--- src/rtl/sar_seq_pkg.sv ---
package sar_seq_pkg;
  typedef enum logic [2:0] {
    ST_IDLE,
    ST_ARMED,
    ST_CONV,
    ST_REPLAY,
    ST_HOLD
  } seq_state_e;
endpackage

--- src/rtl/sar_edge_sync.sv ---
module sar_edge_sync #(
  parameter logic RST_VAL = 1'b0
) (
  input  logic clk,
  input  logic rst_n,
  input  logic d,
  output logic lvl,
  output logic rise,
  output logic fall
);
  logic q1, q2, q3;

  always_ff @(posedge clk or negedge rst_n) begin
    if (!rst_n) begin
      q1 <= RST_VAL;
      q2 <= RST_VAL;
      q3 <= RST_VAL;
    end else begin
      q1 <= d;
      q2 <= q1;
      q3 <= q2;
    end
  end

  assign lvl  = q2;
  assign rise = q2 & ~q3;
  assign fall = ~q2 & q3;
endmodule

--- src/rtl/sar_sel_guard.sv ---
module sar_sel_guard #(
  parameter int HOLD = 10
) (
  input  logic clk,
  input  logic rst_n,
  input  logic sclk_hi,
  input  logic cs_hi,
  output logic soft_rst
);
  localparam int CW = $clog2(HOLD + 1);
  localparam logic [CW-1:0] CNT_MAX  = CW'(HOLD);
  localparam logic [CW-1:0] CNT_FIRE = CW'(HOLD - 1);

  logic [CW-1:0] cnt_q, cnt_n;
  logic          fire_n;
  logic          both_hi;

  assign both_hi = sclk_hi & cs_hi;

  always_comb begin
    cnt_n  = '0;
    fire_n = 1'b0;
    if (both_hi) begin
      cnt_n  = (cnt_q == CNT_MAX) ? cnt_q : cnt_q + 1'b1;
      fire_n = (cnt_q == CNT_FIRE);
    end
  end

  always_ff @(posedge clk or negedge rst_n) begin
    if (!rst_n) begin
      cnt_q    <= '0;
      soft_rst <= 1'b0;
    end else begin
      cnt_q    <= cnt_n;
      soft_rst <= fire_n;
    end
  end
endmodule

--- src/rtl/sar_engine.sv ---
module sar_engine
  import sar_seq_pkg::*;
#(
  parameter int WIDTH      = 8,
  parameter bit LSB_REPLAY = 1'b1
) (
  input  logic             clk,
  input  logic             rst_n,
  input  logic             soft_rst,
  input  logic             start,
  input  logic             sclk_rise,
  input  logic             sclk_fall,
  input  logic             comp_hi,
  output logic [WIDTH-1:0] trial,
  output logic [WIDTH-1:0] result,
  output logic             done,
  output logic             bit_q,
  output logic             valid
);
  localparam int PW = (WIDTH > 1) ? $clog2(WIDTH) : 1;
  localparam logic [PW-1:0]    POS_MSB    = PW'(WIDTH - 1);
  localparam logic [PW-1:0]    POS_ONE    = PW'(1);
  localparam logic [WIDTH-1:0] TRIAL_INIT = {1'b1, {(WIDTH-1){1'b0}}};

  seq_state_e       st_q, st_n;
  logic [PW-1:0]    pos_q, pos_n, pos_m1;
  logic [WIDTH-1:0] trial_n, result_n;
  logic             done_n, bit_n, valid_n;

  assign pos_m1 = pos_q - 1'b1;

  always_comb begin
    st_n     = st_q;
    pos_n    = pos_q;
    trial_n  = trial;
    result_n = result;
    done_n   = done;
    bit_n    = bit_q;
    valid_n  = valid;
    if (soft_rst) begin
      st_n    = ST_IDLE;
      trial_n = TRIAL_INIT;
      done_n  = 1'b0;
      valid_n = 1'b0;
    end else begin
      unique case (st_q)
        ST_IDLE: if (start) begin
          st_n    = ST_ARMED;
          trial_n = TRIAL_INIT;
          done_n  = 1'b0;
          valid_n = 1'b0;
        end
        ST_ARMED: if (sclk_rise) begin
          st_n  = ST_CONV;
          pos_n = POS_MSB;
        end
        ST_CONV: if (sclk_fall) begin
          trial_n[pos_q] = comp_hi;
          if (pos_q != '0) trial_n[pos_m1] = 1'b1;
          bit_n   = comp_hi;
          valid_n = 1'b1;
          if (pos_q == '0) begin
            result_n = trial_n;
            done_n   = 1'b1;
            pos_n    = POS_ONE;
            st_n     = LSB_REPLAY ? ST_REPLAY : ST_HOLD;
          end else begin
            pos_n = pos_m1;
          end
        end
        ST_REPLAY: if (sclk_fall) begin
          bit_n = result[pos_q];
          if (pos_q == POS_MSB) st_n = ST_HOLD;
          else                  pos_n = pos_q + 1'b1;
        end
        default: ;
      endcase
    end
  end

  always_ff @(posedge clk or negedge rst_n) begin
    if (!rst_n) begin
      st_q   <= ST_IDLE;
      pos_q  <= '0;
      trial  <= TRIAL_INIT;
      result <= '0;
      done   <= 1'b0;
      bit_q  <= 1'b0;
      valid  <= 1'b0;
    end else begin
      st_q   <= st_n;
      pos_q  <= pos_n;
      trial  <= trial_n;
      result <= result_n;
      done   <= done_n;
      bit_q  <= bit_n;
      valid  <= valid_n;
    end
  end
endmodule

--- src/rtl/sar_serial_seq.sv ---
module sar_serial_seq #(
  parameter int WIDTH      = 8,
  parameter bit LSB_REPLAY = 1'b1,
  parameter int RESET_HOLD = 10
) (
  input  logic             clk,
  input  logic             rst_n,
  input  logic             sclk,
  input  logic             cs_n,
  input  logic             comp_hi,
  output logic [WIDTH-1:0] trial,
  output logic             sdo_dat,
  output logic             sdo_en,
  output logic             done,
  output logic [WIDTH-1:0] result
);
  logic rs1, rs2, rst_i;
  logic sclk_lvl, sclk_rise, sclk_fall;
  logic cs_lvl, cs_rise, cs_fall;
  logic comp_lvl, comp_rise, comp_fall;
  logic soft_rst, valid, sdo_en_n;

  // reset: asserted asynchronously, released on the clock
  always_ff @(posedge clk or negedge rst_n) begin
    if (!rst_n) begin
      rs1 <= 1'b0;
      rs2 <= 1'b0;
    end else begin
      rs1 <= 1'b1;
      rs2 <= rs1;
    end
  end
  assign rst_i = rs2;

  sar_edge_sync #(.RST_VAL(1'b0)) u_sclk_sync (
    .clk(clk), .rst_n(rst_i), .d(sclk),
    .lvl(sclk_lvl), .rise(sclk_rise), .fall(sclk_fall));

  sar_edge_sync #(.RST_VAL(1'b1)) u_cs_sync (
    .clk(clk), .rst_n(rst_i), .d(cs_n),
    .lvl(cs_lvl), .rise(cs_rise), .fall(cs_fall));

  sar_edge_sync #(.RST_VAL(1'b0)) u_comp_sync (
    .clk(clk), .rst_n(rst_i), .d(comp_hi),
    .lvl(comp_lvl), .rise(comp_rise), .fall(comp_fall));

  sar_sel_guard #(.HOLD(RESET_HOLD)) u_guard (
    .clk(clk), .rst_n(rst_i), .sclk_hi(sclk_lvl), .cs_hi(cs_lvl),
    .soft_rst(soft_rst));

  sar_engine #(.WIDTH(WIDTH), .LSB_REPLAY(LSB_REPLAY)) u_engine (
    .clk(clk), .rst_n(rst_i), .soft_rst(soft_rst), .start(cs_fall),
    .sclk_rise(sclk_rise), .sclk_fall(sclk_fall), .comp_hi(comp_lvl),
    .trial(trial), .result(result), .done(done), .bit_q(sdo_dat),
    .valid(valid));

  assign sdo_en_n = valid & ~cs_lvl;

  always_ff @(posedge clk or negedge rst_i) begin
    if (!rst_i) sdo_en <= 1'b0;
    else        sdo_en <= sdo_en_n;
  end

  // edges of chip select and comparator are not used beyond the level
  logic unused_edges;
  assign unused_edges = cs_rise ^ comp_rise ^ comp_fall;
endmodule

--- config.mk ---
export PLATFORM = sky130hd
export DESIGN_NAME = sar_serial_seq
export DESIGN_NICKNAME = d
export VERILOG_FILES = /design/src/rtl/sar_seq_pkg.sv /design/src/rtl/sar_edge_sync.sv /design/src/rtl/sar_sel_guard.sv /design/src/rtl/sar_engine.sv /design/src/rtl/sar_serial_seq.sv
export SDC_FILE = /design/constraint.sdc
export NUM_CORES = 1
export LEC_CHECK = 0
export BUFFER_PORTS_ARGS = -buffer_cell sky130_fd_sc_hd__buf_4
export CORE_MARGIN = 2
export CORE_UTILIZATION = 52
export DETAILED_ROUTE_END_ITERATION = 10
export GPL_TIMING_DRIVEN = 0
export PLACE_DENSITY = 0.75
export SYNTH_ARGS = -nofsm -noshare
export SYNTH_HDL_FRONTEND = slang
export SYNTH_SLANG_ARGS = --single-unit
--- constraint.sdc ---
create_clock -name clk -period 1.2 [get_ports clk]
set_input_delay 0.06 -clock clk [delete_from_list [all_inputs] [get_ports clk]]
set_output_delay 0.06 -clock clk [all_outputs]
set_load 0.02 [all_outputs]
# [After elaboration in Yosys (flattened, before gate mapping)]
# Index checks and enable logic that the tools add are counted.
[totals] ff_bits=41 latchBits=0 ram_bits=0 rom_bits=0 out_inout_bits=19 mem_count=0
[classes] add_sub_neg=3 multipliers=0 div_mod_pow=0 order_cmp=4 eq_ne=17 n_shift=0 muxes=40 n_bitwise=10 reduce_logical=15
[op_table] op="3-bit two-way mux" count=12
[op_table] op="8-bit two-way mux" count=4
[op_table] op="8-bit case mux with 2 select lines" count=1
[op_table] op="1-bit two-way mux" count=12
[op_table] op="3-bit != test, second input constant" count=4
[op_table] op="3-bit case mux with 4 select lines" count=1
[op_table] op="4-bit AND reduction" count=3
[op_table] op="2-bit != test, second input constant" count=5
[op_table] op="3-bit case mux with 3 select lines" count=1
[op_table] op="3-bit nonzero test" count=3
[op_table] op="8-bit bitwise mux" count=1
[op_table] op="4-bit == test, second input constant" count=2
[op_table] op="3-bit by 4-bit less-than comparator with 1-bit output, second input constant" count=2
[op_table] op="4-bit two-way mux" count=2
[op_table] op="8-bit OR" count=1
[op_table] op="7-bit AND reduction" count=1
[op_table] op="1-bit demux with 3-bit select" count=2
[op_table] op="3-bit by 2-bit == test with 1-bit output, second input constant" count=2
[op_table] op="3-bit by 1-bit greater-or-equal comparator with 1-bit output, second input constant" count=2
[op_table] op="3-bit logical NOT" count=2
[op_table] op="3-bit by 2-bit != test with 1-bit output, second input constant" count=2
[op_table] op="1-bit case mux with 2 select lines" count=3
[op_table] op="6-bit AND reduction" count=1
[op_table] op="1-bit bitwise AND" count=5
[op_table] op="11 further kinds" count=15

# [Depth between registers and ports, before layout]
# Gate-level depths: netlist of run 1.
[logic_depth] ltp_word=10 depth_mapped=7 depth_no_buf=6

# [Cells and area by module]
# Synthesis of run 1 repeated with hierarchy kept, for this count alone.
[hier_totals] cells_unflattened=188 area_unflattened_um2=2205.9
[modules_own_cells] mod="sar_engine" instances=1 cells_each=143 area_each_um2=1565.3 seq_area_each_um2=626.9
[modules_own_cells] mod="sar_sel_guard" instances=1 cells_each=25 area_each_um2=274.0 seq_area_each_um2=125.1
[modules_own_cells] mod="sar_edge_sync at u_comp_sync ..." instances=2 cells_each=5 area_each_um2=90.1 seq_area_each_um2=75.1
[modules_own_cells] mod="sar_edge_sync at u_cs_sync" instances=1 cells_each=5 area_each_um2=93.8 seq_area_each_um2=78.8
[modules_own_cells] mod="sar_serial_seq" instances=1 cells_each=5 area_each_um2=92.6 seq_area_each_um2=75.1

# [Worst setup path before layout of run 1]
# Ideal clock, no wire load.
[synth_timing] kind="reg-to-reg" from="register u_engine.pos_q[0]" to="register u_engine.trial[7]" setup_ns=0.082 t_arrival_ns=1.737 t_required_ns=1.118 path_slack_ns=-0.618 stages_incl_launch_ff=8 synth_period_minus_slack_ns=1.818 path_cell_list="dfrtp_1 clkbuf_1 inv_1 ha_1 nor3b_1 nor3_1 a21o_1 a22oi_1"
[synth_via] elab_chain_len=10 elab_cells_between_ends=18 classes_between="add/sub: 1; order compare: 4; mux: 9; bitwise: 1; reduce/logical: 3"
[synth_lines] element="start: declaration" line_no="sar_engine.sv:26" text="logic [PW-1:0] pos_q, pos_n, pos_m1;"
[synth_lines] element="start signal: assignment" line_no="sar_engine.sv:92" text="pos_q <= pos_n;"
[synth_lines] element="3-bit by 1-bit subtractor with 3-bit output (tied with other cells)" line_no="sar_engine.sv:30" text="assign pos_m1 = pos_q - 1'b1;"
[synth_lines] element="3-bit by 4-bit less-than comparator with 1-bit output (not written as such) (tied with other cells)" line_no="sar_engine.sv:59" text="if (pos_q != '0) trial_n[pos_m1] = 1'b1;"
[synth_lines] element="1-bit logical AND (not written as such) or 1-bit two-way mux (tied branches)" line_no="sar_engine.sv:59, sar_engine.sv:58"
[synth_lines] element="1-bit two-way mux (not written as such) or 1-bit demux with 3-bit select (tied branches)"
[synth_lines] element="1-bit demux with 3-bit select or 8-bit bitwise mux (tied branches)"
[synth_lines] element="8-bit OR (no line)"
[synth_lines] element="8-bit two-way mux *" line_no="sar_engine.sv:59"
[synth_lines] element="8-bit two-way mux *" line_no="sar_engine.sv:57" text="ST_CONV: if (sclk_fall) begin"
[synth_lines] element="8-bit case mux with 2 select lines *" line_no="sar_engine.sv:46" text="unique case (st_q)"
[synth_lines] element="8-bit two-way mux *" line_no="sar_engine.sv:40" text="if (soft_rst) begin"
[synth_lines] element="end signal: assignment" line_no="sar_engine.sv:93" text="trial <= trial_n;"
[synth_lines] element="end: declaration" line_no="sar_engine.sv:14" text="output logic [WIDTH-1:0] trial,"
# Mark *: on every way between the ends. The rest lies on a longest branch, timed or not. The select of a mux whose other input is x is not followed.
# A chain may end at the register's enable or synchronous reset.

# [Final worst setup path of run 1]
[layout_timing] from="register u_engine.pos_q[1]" to="register u_engine.result[1]"
[layout_via] elab_chain_len=7 elab_cells_between_ends=17 classes_between="add/sub: 1; order compare: 4; mux: 6; bitwise: 1; reduce/logical: 5"
[layout_lines] element="3-bit by 1-bit subtractor with 3-bit output (tied with other cells)" line_no="sar_engine.sv:30"
[layout_lines] element="3-bit by 4-bit less-than comparator with 1-bit output (not written as such) (tied with other cells)" line_no="sar_engine.sv:59"
[layout_lines] element="1-bit logical AND (not written as such) or 1-bit two-way mux (tied branches)" line_no="sar_engine.sv:59, sar_engine.sv:58"
[layout_lines] element="1-bit two-way mux (not written as such) or 1-bit demux with 3-bit select (tied branches)"
[layout_lines] element="1-bit demux with 3-bit select or 8-bit bitwise mux (tied branches)"
[layout_lines] element="8-bit OR (no line)"
[layout_lines] element="8-bit two-way mux" line_no="sar_engine.sv:59"
[layout_lines] element="end signal: assignment" line_no="sar_engine.sv:94" text="result <= result_n;"
[layout_lines] element="end: declaration" line_no="sar_engine.sv:15" text="output logic [WIDTH-1:0] result,"
# Parallel ways exist; a longest one is shown, timed or not.

==> results.ini, run 1 <==
[sta]
rsz0062_at_grt=yes
final_critical_path_setup_slack_ns=-0.593
relSlewSlack=0.432
fin_crit_ns=1.79
hold_slack_ns=0.0855
max_freq_mhz=558
finalMaxSlewViolations=0
tightest_slew_ns=0.851
finalCritPeriodShare=1.49
hold_viol=0
finClkSkew_ns=0.00878
setup_tns_ns=-11.13
setup_viol=25

[power]
p_seq_frac=0.271
p_int_mw=4.82
switching_share=0.426
p_per_area_mw_per_mm2=2710
pwr-share-comb=0.589
p_total_mw=8.40
leakage_nw=1.41
power_frac_clock=0.140
switchingPower_mw=3.58
irDropWorstVdd_uv=1160

[hold_path]
min_path_type=primary input to asynchronous set/reset pin

[floorplan]
die_w_um=67.9
die_area_mm2=0.00461
start_util=0.535
num_rows=23
die_y_um=67.9
pin_count=24
core-area_mm2=0.00397

[place]
gp_congestion=0.849
placed_cells=271
pre_cts_slack_ns=-0.604
placed_area_mm2=0.00243
port_buffers=23
dp_hpwl_um=3170

[clock_tree]
clock_path_buffers=2
clock_sinks=41
htreeDepth=2
path_clk_slew_ns=0.08
root_buffer=clkbuf_8
cts_tree=yes
clock_latency_ns=0.30
numCtsBuffers=5

[finish]
fin_util=0.780
fillers=251
drive_above_1_share=0.500
fin_area_mm2=0.00310
nets=275
final_cells=314
synthToLayoutAreaGrowth_pct=46.0
diodes=0

[synth]
synth_top_family_by_area=compound AO/OA/AOI/OAI gates
synth.distinct_cells=47
synthArstFlopShare=1.00
yosys_most_used_dff=dfrtp_1
synth-seq-cells=41
syn_inst=198
synth_warnings=0
synth_nets=210
yosys.area_share.adder=0.0412
syn-cell-area_mm2=0.00212
synthXorXnorAreaFrac=0.00825
synth_edf_count=0
synth-simple-area-share=0.160
syn_area_per_cell_um2=10.7
synth-seq-area-share=0.486
synthMuxAreaShare=0.0725
synth_compound_area_frac=0.189

[grt]
grtUsageTotal=0.278
grt_pass1_vias=1752
grt_max_degree=40
antenna_found_initial=0
grt_pass1_wl_um=9140
grt_overflow=0

[routing]
antenna_left=0
viasPerCell=5.94
vias=1864
drt_pre_antenna_iters=4
drt_wl_total_um=6570
drc=0
wl_per_cell_um=20.9
drt-initial-drc-count=250

[worst_setup_path]
end_kind=flop
critPathRequiredTime_ns=1.44
worstSetupPathType=flop to flop
critPathMaxFanout=5
critPathLaunch=u_engine.pos_q[1]
worst_ep_arrival_time_ns=2.03
timing.rr.start=u_engine.pos_q[1]
cp-start-kind=flop

[flow_run]
maxCapViolCount=0

[outcome]
status=complete, but fails checks
violations=negative setup slack

## final cells by class
| type | count | area, um^2 | area share |
|---|---|---|---|
| multi-input cells | 138 | 1260 | 0.405 |
| flip-flops and latches | 41 | 1040 | 0.334 |
| repair buffers | 57 | 494 | 0.159 |
| clock buffers | 7 | 86.3 | 0.0279 |
| plain buffers | 8 | 73.8 | 0.0238 |
| well taps | 50 | 62.6 | 0.0202 |
| inverters | 12 | 60.1 | 0.0194 |
| clock inverters | 1 | 30.0 | 0.00969 |
## critical path: stages (launching register included)
cell,delay [ns]
dfrtp_2,0.41
buf_8,0.13
inv_8,0.04
ha_4,0.17
nor3_2,0.33
o21ai_1,0.19
a32oi_2,0.26
mux2_4,0.20
## state kept, by name, indices dropped and copies added, names as in the netlist, 3 cells and up
name and cells:
u_engine.pos_q 3, u_engine.result 8, u_engine.st_q 3, u_engine.trial 8
u_guard.cnt_q 4
## cell families (layout without fill, tap and decap cells)
family | count (synthesis) | count (layout)
and+or+nand+nor | 57 | 58
AOI/OAI and AO/OA | 56 | 56
DFF | 41 | 41
buffers and inverters | 20 | 85
muxes | 14 | 14
adders and majority gates | 7 | 7
xor gates and xnor gates | 2 | 2
other | 1 | 1
## synthesized netlist by cell type, types with 2 or more instances
master    number  area (um^2)
nand2b_1       4         25.0
mux2_2        11          124
a41oi_1        2         17.5
mux2i_1        3         30.0
nand2_1       10         37.5
nand3b_1       3         22.5
a21oi_1       10         50.1
and3b_1        3         26.3
inv_1         12         45.0
nand3_1        4         20.0
a21o_1         5         37.5
buf_2          3         15.0
dfstp_2        4          105
dfrtp_1       37          926
o21ai_0        8         40.0
nor3_1         4         20.0
a32oi_1        2         17.5
nor3b_1        5         37.5
nor2_1        14         52.6
a22o_2         8         80.1
a211oi_1       6         45.0
clkbuf_1       2         7.51
a31oi_1        3         18.8
nor2b_1        4         25.0
o21ai_1        3         15.0
ha_1           7         87.6
## placed cells by master (no fill, tap or decap), types with 3 or more instances in the layout
cell type      synthesis  routed
a211oi_1               6       4
a21o_1                 5       5
a21oi_1               10       6
a21oi_2                0       4
a22o_2                 8       5
a22o_4                 0       3
a31oi_1                3       3
buf_4                  1      45
buf_6                  1       8
clkbuf_8               0       6
dfrtp_1               37      33
dfrtp_2                0       4
dfstp_2                4       4
dlygate4sd3_1          0       4
ha_1                   7       3
ha_4                   0       4
inv_1                 12      10
mux2_2                11       7
mux2_4                 0       4
mux2i_1                3       3
nand2_1               10       9
nand2b_1               4       3
nand3_4                1       3
nand3b_1               3       3
nor2_1                14      13
nor2b_1                4       4
nor3_1                 4       3
nor3b_2                0       3
o21ai_0                8       4
o21ai_1                3       6
## power by group through the flow
stage	clock network [mW]	logic [mW]	registers [mW]
floorplan	0	2.19	2.48
global placement	0	3.38	2.24
detailed placement	0	3.43	2.25
CTS	1.18	4.24	2.22
global route	1.22	5.22	2.33
finish	1.18	4.94	2.28
## routing by layer
metal / vias up / wire (um) / GRT usage / share of wire
met5: - / 0 / 0 / 0
met4: 0 / 214 / 0.133 / 0.033
met3: 15 / 404 / 0.0543 / 0.062
met2: 78 / 3200 / 0.411 / 0.49
met1: 929 / 2750 / 0.392 / 0.42
li1: 842 / - / - / -
## timing repair
action,4_1_cts,5_1_grt
gates cloned,1,1
resized for setup,32,25
setup endpoints to repair,24,27
pin swaps,14,8
hold buffers,4,0
buffers inserted,25,4
hold endpoints to repair,5,0
## path summary, 6_finish.rpt
check                                     end  slack [ns]  cells after the start
max reg2reg                u_engine.result[1]       -0.59                      7
min in group clk              u_sclk_sync.lvl        0.34                      0
max                        u_engine.result[1]       -0.59                      7
min reg2reg                   u_sclk_sync.lvl        0.34                      0
max in group asynchronous   u_engine.pos_q[1]        0.23                      0
min                                       rs2        0.09                      2
(Power assumes the default switching activity.)
==> inputs of run 2 (changes only) <==
RECOVER_POWER = 100   (was unset)
==> run 2 against run 1 <==
The run still ends with negative setup slack left. First-iteration DRC count is 7.2% lower. Design area is 2.4% lower. Core utilization is 1.9 points lower. Sequential power hardly changed. Combinational power is 4.3% lower. Flip-flop and latch count stayed put. Total power is 2.8% lower. Critical path depth stayed put. Worst setup slack worse by 0.0036 ns. Count of clock-buffer cells in the layout stayed put.
==> results.ini, run 2 (same netlist as run 1, synthesis figures left out) <==
[finish]
final_cell_mix=dfrtp_1 (33), buf_4 (22), clkbuf_1 (21)  ; was buf_4 (45), dfrtp_1 (33), nor2_1 (13)
seq_area_mm2=0.00104  ; unchanged
multiInputGateArea_mm2=0.00126  ; unchanged
fin_area_mm2=0.00302  ; was 0.00310 mm^2
nets=275  ; unchanged
final_cells=314  ; unchanged
layout.cells.most_common=dfrtp_1  ; was buf_4
largestRegisters=u_engine.result x8, u_engine.trial x8, u_guard.cnt_q x4  ; unchanged
drive_above_1_share=0.424  ; was 0.500
synthToLayoutAreaGrowth_pct=42.4  ; was 46.0%
fillers=278  ; was 251
diodes=0  ; unchanged

[routing]
wl_per_cell_um=20.9  ; about the same
vias=1863  ; was 1864
viasPerCell=5.93  ; was 5.94
drc=0  ; unchanged
antenna_left=0  ; unchanged
drt-initial-drc-count=232  ; was 250
drt_pre_antenna_iters=4  ; unchanged
drt_wl_total_um=6550  ; was 6570 um

[worst_setup_path]
slowest_stage=dfrtp_2  ; unchanged
worst_ep_arrival_time_ns=2.04  ; was 2.03 ns
max_stage_delay_ns=0.41  ; about the same
end_kind=flop  ; unchanged
cp-start-kind=flop  ; unchanged
path_cells=buf_8 > inv_8 > ha_4 > nor3_2 > o21ai_1 > a32oi_2 > mux2_4  ; unchanged
crit_family=compound AO/OA/AOI/OAI gates  ; unchanged
reg2reg_setup_slack_ns=-0.60  ; was -0.59 ns
critPathRequiredTime_ns=1.44  ; about the same
critPathMaxFanout=5  ; unchanged
cp_num_buf_inv=2  ; unchanged
worstSetupPathType=flop to flop  ; unchanged

[floorplan]
core-area_mm2=0.00397  ; unchanged
num_rows=23  ; unchanged
pin_count=24  ; unchanged
die_area_mm2=0.00461  ; unchanged
start_util=0.535  ; unchanged
die_w_um=67.9  ; unchanged
die_y_um=67.9  ; unchanged

[sta]
finalMaxSlewViolations=0  ; unchanged
setup_tns_ns=-11.11  ; was -11.13 ns
max_freq_mhz=557  ; was 558 MHz
hold_viol=0  ; unchanged
relSlewSlack=0.419  ; was 0.432
fin_crit_ns=1.80  ; was 1.79 ns
finalCritPeriodShare=1.50  ; was 1.49
final_critical_path_setup_slack_ns=-0.596  ; was -0.593 ns
setup_viol=25  ; unchanged
hold_slack_ns=0.0873  ; was 0.0855 ns
finClkSkew_ns=0.00917  ; was 0.00878 ns
rsz0062_at_grt=yes  ; unchanged
tightest_slew_ns=0.872  ; was 0.851 ns

[place]
gp_congestion=0.849  ; unchanged
placed_area_mm2=0.00243  ; unchanged
dp_hpwl_um=3170  ; unchanged
placed_cells=271  ; unchanged
port_buffers=23  ; unchanged
pre_cts_slack_ns=-0.604  ; unchanged

[power]
irDropWorstVdd_uv=1160  ; about the same
p_per_area_mw_per_mm2=2700  ; was 2710 mW/mm^2
leakage_nw=1.33  ; was 1.41 nW

[clock_tree]
cts_tree=yes  ; unchanged
clock_latency_ns=0.30  ; about the same
clock_sinks=41  ; unchanged
numCtsBuffers=5  ; unchanged
path_clk_slew_ns=0.08  ; about the same
htreeDepth=2  ; unchanged
root_buffer=clkbuf_8  ; unchanged
clock_path_buffers=2  ; unchanged

[outcome]
violations=negative setup slack  ; unchanged
status=complete, but fails checks  ; unchanged

[grt]
grt_pass1_wl_um=9140  ; unchanged
antenna_found_initial=0  ; unchanged
grt_pass1_vias=1752  ; unchanged
grt_max_degree=40  ; unchanged
grtUsageTotal=0.278  ; unchanged
grt_overflow=0  ; unchanged

[flow_run]
maxCapViolCount=0  ; unchanged

[hold_path]
min_path_type=primary input to asynchronous set/reset pin  ; unchanged

[run 2: cell count changes in the layout (fill, tap and decap cells not counted), sizes merged]
cell	before	now
buf	58	35
clkbuf	10	33
[run 2: worst register-to-register path: stages (launching register included)]
cell	delay, ns
dfrtp_2	0.41
buf_8	0.13
inv_8	0.04
ha_4	0.17
nor3_2	0.33
o21ai_1	0.19
a32oi_2	0.27
mux2_4	0.20
[run 2: report_power, final]
group | internal [mW] | total (mW) | leakage [nW] | switching (mW)
Combinational | 2.11 | 4.73 | 0.773 | 2.62
Clock | 0.678 | 1.17 | 0.0585 | 0.487
Sequential | 1.81 | 2.27 | 0.499 | 0.459
[run 2: layout make-up]
type                    instances  share of cell area
flip-flops and latches         41               0.343
clock buffers                   7              0.0285
clock inverters                 1             0.00993
multi-input cells             138               0.415
well taps                      50              0.0207
repair buffers                 57               0.139
inverters                      12              0.0199
plain buffers                   8              0.0244
[run 2: worst paths after layout]
check / from / cells after the start / endpoint
min in group clk: u_sclk_sync.q1 / 0 / u_sclk_sync.lvl
worst max register to register: u_engine.pos_q[1] / 7 / u_engine.result[1]
worst min register to register: u_sclk_sync.q1 / 0 / u_sclk_sync.lvl
worst min-delay path: rst_n / 2 / rs1
worst max-delay path: u_engine.pos_q[1] / 7 / u_engine.result[1]
max in group asynchronous: rs2 / 0 / u_engine.pos_q[1]
[run 2: per-stage QoR]
stage,power (mW),util
2_1_floorplan,4.67,-
3_3_place_gp,5.62,0.612
3_5_place_dp,5.68,0.612
4_1_cts,7.63,0.736
5_1_grt,8.54,0.762
6_report,8.17,0.762
[run 2: what timing repair did]
item,in CTS,in global routing
gates resized for setup,32,25
pin swaps,14,8
cloned,1,1
hold buffers,4,0
endpoints found under the setup margin,24,27
buffers inserted,25,4
hold endpoints to repair,5,0
[run 2: routing by layer]
metal  GRT usage  share of wire  vias to the layer above
li1            -              -                      842
met1       0.392           0.41                      915
met2       0.411           0.48                       89
met3      0.0543          0.079                       17
met4       0.133          0.036                        0
met5           0              0                        -
==> inputs of run 3 (changes only) <==
==> constraint.sdc (replaced) <==
create_clock -name clk -period 1.2 [get_ports clk]
set_input_delay 0.18 -clock clk [delete_from_list [all_inputs] [get_ports clk]]
set_output_delay 0.18 -clock clk [all_outputs]
set_load 0.02 [all_outputs]
==> run 3 against run 2 <==
The run still ends with negative setup slack left. Total power increased by 0.59%. Clock skew decreased by 0.00076 ns. Largest cell class unchanged. Via count decreased by 0.21%. Flip-flop and latch count unchanged. Largest power group unchanged. Cell count unchanged. Sequential power about the same. Critical path depth unchanged. Design area increased by 0.58%.
==> results.ini, run 3 (same netlist as run 1, synthesis figures left out) <==
[finish]
final_cells=314  ; unchanged
largestRegisters=u_engine.result x8, u_engine.trial x8, u_guard.cnt_q x4  ; unchanged
final_cell_mix=dfrtp_1 (33), buf_4 (21), nor2_1 (13)  ; was dfrtp_1 (33), buf_4 (22), clkbuf_1 (21)
layout.cells.most_common=dfrtp_1  ; unchanged
drive_above_1_share=0.466  ; was 0.424
fin_util=0.766  ; was 0.762
synthToLayoutAreaGrowth_pct=43.3  ; was 42.4%
fillers=271  ; was 278
diodes=0  ; unchanged
multiInputGateArea_mm2=0.00126  ; unchanged
nets=275  ; unchanged
seq_area_mm2=0.00104  ; unchanged

[outcome]
violations=negative setup slack  ; unchanged
status=complete, but fails checks  ; unchanged

[clock_tree]
clock_sinks=41  ; unchanged
htreeDepth=2  ; unchanged
path_clk_slew_ns=0.08  ; about the same
clock_latency_ns=0.30  ; about the same
root_buffer=clkbuf_8  ; unchanged
clock_path_buffers=2  ; unchanged
numCtsBuffers=5  ; unchanged
cts_tree=yes  ; unchanged

[worst_setup_path]
cp-start-kind=flop  ; unchanged
timing.rr.start=u_engine.pos_q[1]  ; unchanged
worstSetupPathType=flop to flop  ; unchanged
worst_ep_arrival_time_ns=2.03  ; was 2.04 ns
end_kind=flop  ; unchanged
critPathRequiredTime_ns=1.44  ; about the same
critPathMaxFanout=5  ; unchanged
rr_endpoint=u_engine.result[1]  ; unchanged
reg2reg_setup_slack_ns=-0.59  ; was -0.60 ns
r2r_cells=7  ; unchanged

[floorplan]
die_w_um=67.9  ; unchanged
start_util=0.535  ; unchanged
core-area_mm2=0.00397  ; unchanged
die_y_um=67.9  ; unchanged
num_rows=23  ; unchanged
pin_count=24  ; unchanged
die_area_mm2=0.00461  ; unchanged

[place]
dp_hpwl_um=3170  ; unchanged
placed_cells=271  ; unchanged
port_buffers=23  ; unchanged
gp_congestion=0.849  ; unchanged

[sta]
final_critical_path_setup_slack_ns=-0.589  ; was -0.596 ns
setup_tns_ns=-11.11  ; about the same
hold_viol=0  ; unchanged
finalMaxSlewViolations=0  ; unchanged
setup_viol=25  ; unchanged
rsz0062_at_grt=yes  ; unchanged
finClkSkew_ns=0.00841  ; was 0.00917 ns
fin_crit_ns=1.79  ; was 1.80 ns
tightest_slew_ns=0.863  ; was 0.872 ns
finalCritPeriodShare=1.49  ; was 1.50
relSlewSlack=0.425  ; was 0.419
max_freq_mhz=559  ; was 557 MHz

[routing]
drt_pre_antenna_iters=4  ; unchanged
antenna_left=0  ; unchanged
vias=1859  ; was 1863
wl_per_cell_um=20.8  ; was 20.9 um
drc=0  ; unchanged
viasPerCell=5.92  ; was 5.93
drt_wl_total_um=6530  ; was 6550 um
drt-initial-drc-count=216  ; was 232

[grt]
grt_pass1_wl_um=9140  ; unchanged
grt_overflow=0  ; unchanged
grt_pass1_vias=1752  ; unchanged
grtUsageTotal=0.278  ; unchanged
grtUsageMet2=0.411  ; unchanged
grtUsageMet1=0.392  ; unchanged
grt-busiest-layer=met2  ; unchanged
grt_max_degree=40  ; unchanged
use_met3=0.0543  ; unchanged
antenna_found_initial=0  ; unchanged

[power]
irDropWorstVdd_uv=1160  ; about the same
p_per_area_mw_per_mm2=2700  ; about the same
leakage_nw=1.37  ; was 1.33 nW

[hold_path]
min_path_type=primary input to asynchronous set/reset pin  ; unchanged

[flow_run]
maxCapViolCount=0  ; unchanged

## run 3: power breakdown
group	total (mW)	switching, mW	internal, mW
registers	2.27	0.461	1.81
logic	4.77	2.61	2.16
clock network	1.18	0.497	0.678
## run 3: layout make-up
cell class,instances,area share
Clock buffer,7,0.0284
Tap cell,50,0.0206
Sequential cell,41,0.341
Multi-Input combinational cell,138,0.413
Clock inverter,1,0.00987
Buffer,8,0.0243
Inverter,12,0.0197
Timing Repair Buffer,57,0.144
## run 3: how the worst max path moves through the flow
| stage | startpoint | to | slack [ns] | cells past startpoint |
|---|---|---|---|---|
| floorplan | u_engine.pos_q[1] | u_engine.result[0] | -0.39 | 6 |
| global placement | u_engine.pos_q[1] | u_engine.result[0] | -0.59 | 6 |
| detailed placement | u_engine.pos_q[1] | u_engine.result[1] | -0.60 | 6 |
| CTS | u_engine.pos_q[1] | u_engine.result[1] | -0.48 | 7 |
| global route | u_engine.pos_q[1] | u_engine.trial[7] | -0.60 | 7 |
| finish | u_engine.pos_q[1] | u_engine.result[1] | -0.59 | 7 |
## run 3: through the flow
stage	hold slack [ns]	setup WS [ns]	area, um^2	power, mW
2_1_floorplan	-0.116	-0.385	2200	4.67
3_3_place_gp	-0.0360	-0.585	2430	5.62
3_5_place_dp	-0.0352	-0.604	2430	5.68
4_1_cts	0.182	-0.477	2920	7.63
5_1_grt	0.223	-0.600	3040	8.59
6_report	0.206	-0.589	3040	8.21
## run 3: worst max-delay path, cell delays in order (launching register included)
cell	delay, ns
dfrtp_2	0.41
buf_8	0.13
inv_8	0.04
ha_4	0.17
nor3_2	0.33
o21ai_1	0.19
a32oi_2	0.26
mux2_4	0.20
## run 3: what timing repair did
action                     CTS  global route
resized for setup           32            26
hold endpoints to repair     5             0
pin swaps                   14             8
gates cloned                 1             1
setup endpoints to repair   24            28
hold buffers                 4             0
buffers inserted            25             4
## run 3: layer usage
metal | vias to the layer above | part of all wire | wire, um
li1 | 840 | - | -
met1 | 914 | 0.42 | 2730
met2 | 89 | 0.48 | 3130
met3 | 16 | 0.070 | 457
met4 | 0 | 0.034 | 221
met5 | - | 0 | 0
